===== src/rtl/pso_pkg.sv =====
package pso_pkg;

    // Operation applied to the shift register in one system clock
    typedef enum logic [1:0] {
        SR_KEEP  = 2'd0,
        SR_LOAD  = 2'd1,
        SR_SHIFT = 2'd2
    } sr_op_e;

    // Positions of the control lines inside the synchronized bus
    localparam int BIT_LC = 0;
    localparam int BIT_SC = 1;
    localparam int BIT_SL = 2;
    localparam int BIT_SI = 3;
    localparam int CTRL_W = 4;

endpackage


===== src/rtl/pso_sync.sv =====
module pso_sync #(
    parameter int          W       = 12,
    parameter int          STAGES  = 2,
    parameter logic [W-1:0] RST_VAL = '0
) (
    input  logic         clk,
    input  logic         rst_n,
    input  logic [W-1:0] d,
    output logic [W-1:0] q
);

    logic [W-1:0] stg_d [STAGES];
    logic [W-1:0] stg_q [STAGES];

    always_comb begin
        stg_d[0] = d;
        for (int i = 1; i < STAGES; i++) begin
            stg_d[i] = stg_q[i-1];
        end
    end

    generate
        for (genvar g = 0; g < STAGES; g++) begin : g_stage
            always_ff @(posedge clk or negedge rst_n) begin
                if (!rst_n) begin
                    stg_q[g] <= RST_VAL;
                end else begin
                    stg_q[g] <= stg_d[g];
                end
            end
        end
    endgenerate

    assign q = stg_q[STAGES-1];

endmodule


===== src/rtl/pso_rise_det.sv =====
module pso_rise_det #(
    parameter int W = 2
) (
    input  logic         clk,
    input  logic         rst_n,
    input  logic [W-1:0] lvl,
    output logic [W-1:0] rise
);

    logic [W-1:0] prev_d;
    logic [W-1:0] prev_q;

    always_comb begin
        prev_d = lvl;
    end

    always_ff @(posedge clk or negedge rst_n) begin
        if (!rst_n) begin
            prev_q <= '0;
        end else begin
            prev_q <= prev_d;
        end
    end

    generate
        for (genvar g = 0; g < W; g++) begin : g_edge
            assign rise[g] = lvl[g] & ~prev_q[g];
        end
    endgenerate

endmodule


===== src/rtl/pso_shift_core.sv =====
module pso_shift_core
    import pso_pkg::*;
#(
    parameter int WIDTH = 8
) (
    input  logic             clk,
    input  logic             rst_n,
    input  logic             cap_en,
    input  logic [WIDTH-1:0] cap_data,
    input  logic             load_lvl,
    input  logic             shift_en,
    input  logic             shift_bit,
    output logic [WIDTH-1:0] hold_q,
    output logic [WIDTH-1:0] sr_q
);

    typedef struct packed {
        logic [WIDTH-1:0] hold;
        logic [WIDTH-1:0] sr;
    } core_t;

    core_t  st_d;
    core_t  st_q;
    sr_op_e op;

    always_comb begin
        st_d = st_q;
        if (load_lvl) begin
            op = SR_LOAD;
        end else if (shift_en) begin
            op = SR_SHIFT;
        end else begin
            op = SR_KEEP;
        end

        unique case (op)
            SR_LOAD:  st_d.sr = st_q.hold;
            SR_SHIFT: st_d.sr = {st_q.sr[WIDTH-2:0], shift_bit};
            default:  st_d.sr = st_q.sr;
        endcase

        if (cap_en) begin
            st_d.hold = cap_data;
        end
    end

    always_ff @(posedge clk or negedge rst_n) begin
        if (!rst_n) begin
            st_q <= '0;
        end else begin
            st_q <= st_d;
        end
    end

    assign hold_q = st_q.hold;
    assign sr_q   = st_q.sr;

endmodule


===== src/rtl/pso_latched_shifter.sv =====
module pso_latched_shifter
    import pso_pkg::*;
#(
    parameter int WIDTH       = 8,
    parameter int SYNC_STAGES = 2
) (
    input  logic             clk,
    input  logic             rst_n,
    input  logic             latch_clk,
    input  logic             shift_load_n,
    input  logic             shift_clk,
    input  logic             ser_in,
    input  logic             out_en_n,
    input  logic [WIDTH-1:0] par_in,
    output logic             ser_out,
    output logic             ser_oe
);

    localparam int               BUS_W   = WIDTH + CTRL_W;
    localparam logic [BUS_W-1:0] BUS_RST = BUS_W'(1) << BIT_SL;

    logic [BUS_W-1:0] bus_raw;
    logic [BUS_W-1:0] bus_s;
    logic [1:0]       rise;
    logic             lc_rise;
    logic             sc_rise;
    logic             load_lvl;
    logic             si_s;
    logic [WIDTH-1:0] hold_q;
    logic [WIDTH-1:0] sr_q;

    assign bus_raw = {par_in, ser_in, shift_load_n, shift_clk, latch_clk};

    pso_sync #(
        .W       (BUS_W),
        .STAGES  (SYNC_STAGES),
        .RST_VAL (BUS_RST)
    ) i_sync (
        .clk   (clk),
        .rst_n (rst_n),
        .d     (bus_raw),
        .q     (bus_s)
    );

    pso_rise_det #(
        .W (2)
    ) i_rise (
        .clk   (clk),
        .rst_n (rst_n),
        .lvl   ({bus_s[BIT_SC], bus_s[BIT_LC]}),
        .rise  (rise)
    );

    assign lc_rise  = rise[0];
    assign sc_rise  = rise[1];
    assign load_lvl = ~bus_s[BIT_SL];
    assign si_s     = bus_s[BIT_SI];

    pso_shift_core #(
        .WIDTH (WIDTH)
    ) i_core (
        .clk       (clk),
        .rst_n     (rst_n),
        .cap_en    (lc_rise),
        .cap_data  (bus_s[BUS_W-1:CTRL_W]),
        .load_lvl  (load_lvl),
        .shift_en  (sc_rise),
        .shift_bit (si_s),
        .hold_q    (hold_q),
        .sr_q      (sr_q)
    );

    assign ser_oe  = ~out_en_n;
    assign ser_out = ser_oe & sr_q[WIDTH-1];

endmodule


===== config.mk =====
export PLATFORM = sky130hd
export DESIGN_NAME = pso_latched_shifter
export DESIGN_NICKNAME = d
export VERILOG_FILES = /design/src/rtl/pso_pkg.sv /design/src/rtl/pso_sync.sv /design/src/rtl/pso_rise_det.sv /design/src/rtl/pso_shift_core.sv /design/src/rtl/pso_latched_shifter.sv
export SDC_FILE = /design/constraint.sdc
export NUM_CORES = 1
export LEC_CHECK = 0
export BUFFER_PORTS_ARGS = -buffer_cell sky130_fd_sc_hd__clkbuf_2
export CORE_MARGIN = 3
export CORE_UTILIZATION = 55
export DETAILED_ROUTE_END_ITERATION = 16
export GPL_TIMING_DRIVEN = 0
export PLACE_DENSITY = 0.76
export SYNTH_ARGS = -nofsm -noshare
export SYNTH_HDL_FRONTEND = slang
export SYNTH_HIERARCHICAL = 1
export SYNTH_SLANG_ARGS = --single-unit
export TNS_END_PERCENT = 20

===== constraint.sdc =====
create_clock -name clk -period 1.4 [get_ports clk]
set_clock_uncertainty 0.15 [all_clocks]
set_input_delay 0 -clock clk [delete_from_list [all_inputs] [get_ports clk]]
set_output_delay 0 -clock clk [all_outputs]
set_load 0.01 [all_outputs]

==> reports/metrics.csv <==
stage,metric,value,unit
power,p_per_area,1286,nW/µm²
yosys,ys_seq_area_share,75.31,%
clock_network,cts_max_level,2,
power,pwr-share-comb,10.5,%
timing,tightest_slew,0.9554,ns
detailed_routing,vias_per_cell,4.701,
timing,finalCriticalPeriod,1.263,ns
timing,tns,0,ns
die,die_h,56.43,µm
grt,grt_first_pass_wirelength,3146,µm
clock_network,clk_pin_slew,0.12,ns
yosys,synth_cells,82,
final_layout,stdcell_count,147,
final_layout,layout-area-overhead-vs-synth,22.09,%
die,dieWidth,56.43,µm
final_layout,fin_util,73.66,%
run_status,status,finished clean,
die,die-area,3184,µm²
placement,portBuffers,16,
power,switching_share,22.55,%
worst_setup_path,r2r_start,i_rise/prev_q[1]$_DFF_PN0_,
timing,hold_viol,0,
clock_network,tritoncts,yes,
yosys,synth_area,1399,µm²
die,initial_core_util,60.33,%
worst_setup_path,crit_path_max_fanout,8,
placement,dpl.cell_count,126,
yosys,synth_top_area_share,71.56,%
clock_network,clock-sinks,42,
yosys,ys_warn_count,6,
timing,rsz0062_at_grt,no,
yosys,synth_cell_types,10,
clock_network,cts_buffers,5,
hold_path,hp-class,input port to output port,
clock_network,clockBufferDepth,2,
timing,slew_headroom,36.31,%
worst_setup_path,rr_worst_depth,4,
clock_network,cts_setup_buffers,0,
yosys,synth_fp_nets,97,
placement,gp_congestion,0.6584,
grt,grt_usage,13.73,%
detailed_routing,dr.pass1.iters,2,
grt,antenna_found_initial,0,
worst_setup_path,end_kind,flip-flop,
worst_setup_path,required,1.48,ns
detailed_routing,ant_nets,0,
yosys,yosys-top-cells-area,"dfrtp_1, mux2_4, mux2i_1",
hold_path,hold-path-endpoint,ser_oe,
worst_setup_path,crit_type,flip-flop to flip-flop,
yosys,synth_area_per_cell,17.06,µm²
worst_setup_path,rrSetupSlack,0.14,ns
grt,grt-ovfl-total,0,
timing,fin_crit_sh,90.23,%
grt,grt_max_degree,43,
worst_setup_path,cp-start-kind,flip-flop,
yosys,ys_ff_latch,42,
hold_path,hold_path_depth,3,
worst_setup_path,arrival,1.34,ns
detailed_routing,drt_iter0_markers,11,
power,p_sw,0.4955,mW
grt,first_global_vias,725,
hold_path,min_from,out_en_n,
final_layout,antenna_cells,0,
power,p_clk_share,27.0,%
power,p_leak,0.8099,nW
detailed_routing,via_count,691,
timing,fmax,791.6,MHz
die,io_pins,17,
worst_setup_path,reg2reg_to,i_core/sr_q[2]$_DFFE_PN0P_,
final_layout,final_cell_mix,"dfrtp_1, clkbuf_2, dlygate4sd3_1",
job,maxCapViolCount,0,
final_layout,layout_commonest_cell,dfrtp_1,
detailed_routing,drc,0,
die,core_area,2318,µm²
die,rows,17,
power,power_frac_seq,62.6,%
timing,setup_viol,0,
timing,maxSlewViolCount,0,
detailed_routing,wl,1810,µm
detailed_routing,wl_per_cell,12.31,µm
clock_network,root_buffer,clkbuf_4,
final_layout,layout-drive-gt1-share,32.77,%
power,power.internal,1.702,mW
power,peakVddDrop,1.202,mV
clock_network,clock_latency,0.34,ns
final_layout,final_net_count,133,
yosys,yosysTopAreaCell,dfrtp_1,
## registers in the layout, summed over array words and instances (netlist names)
signal and flops:
i_sync/q 12, i_rise/prev_q 2, i_sync/stg_d 12, i_core/hold_q 8
i_core/sr_q 8
## cell usage after synthesis (all sizes together)
cell,count
mux2i,8
dfrtp,40
dfstp,2
buf,3
inv,2
mux2,8
o21ai,8
nand2,8
nor2b,3
## worst max path at each step
stage                          startpoint                           end  slack (ns)
2_1_floorplan  i_rise/prev_q[0]$_DFF_PN0_  i_core/hold_q[0]$_DFFE_PN0P_        0.21
3_3_place_gp   i_rise/prev_q[0]$_DFF_PN0_  i_core/hold_q[5]$_DFFE_PN0P_        0.19
3_5_place_dp   i_rise/prev_q[1]$_DFF_PN0_    i_core/sr_q[2]$_DFFE_PN0P_        0.13
4_1_cts             i_sync/q[1]$_DFF_PN0_    i_core/sr_q[2]$_DFFE_PN0P_        0.12
5_1_grt             i_sync/q[1]$_DFF_PN0_    i_core/sr_q[2]$_DFFE_PN0P_        0.06
6_report       i_rise/prev_q[1]$_DFF_PN0_    i_core/sr_q[2]$_DFFE_PN0P_        0.14
## worst max-delay path: stages, from the launching register on
cell,delay [ns]
dfrtp_1,0.41
nor2b_4,0.11
buf_6,0.15
mux2i_1,0.24
o21ai_1,0.09
## power by group through the flow
stage	clock network [mW]	logic, mW	registers (mW)
after floorplan	0	0.139	1.38
after global placement	0	0.191	1.39
after detailed placement	0	0.203	1.40
after CTS	0.622	0.231	1.38
after global routing	0.671	0.257	1.39
final	0.592	0.230	1.37
## metrics by stage
stage	cell area [µm²]	hold WS, ns	power [mW]	worst slack [ns]
finish	1708	0.08033	2.197	0.1368
global route	1708	0.1088	2.316	0.06235
CTS	1708	0.08411	2.229	0.1166
detailed placement	1514	-0.05780	1.603	0.1309
global placement	1514	-0.06173	1.584	0.1948
floorplan	1399	-0.4456	1.523	0.2105
## cells by family after synthesis
logic type | Yosys count | share of synthesized area, %
flops | 42 | 75.31
mux | 16 | 14.31
simple gates | 11 | 4.562
compound gates | 8 | 2.862
buf+inv | 5 | 2.952
## routing by layer
layer	routed length [µm]	GRT usage, %	vias up
li1	-	-	343
met1	721	15.48	332
met2	1013	22.28	16
met3	74	6.207	0
met4	0	6.102	0
met5	0	0	-
## repair_timing
action,in CTS,in global routing
gates resized for setup,0,0
hold buffers,13,0
hold endpoints to repair,52,0
## layout make-up
| cell class | count | area, µm² |
|---|---|---|
| Clock inverter | 2 | 12.51 |
| Clock buffer | 6 | 51.30 |
| Inverter | 2 | 7.507 |
| Buffer | 3 | 33.78 |
| Sequential cell | 42 | 1054 |
| Timing Repair Buffer | 29 | 210.2 |
| Fill cell | 139 | 610.6 |
| Multi-Input combinational cell | 35 | 304.0 |
| Tap cell | 28 | 35.03 |
(Power assumes the default switching activity.)
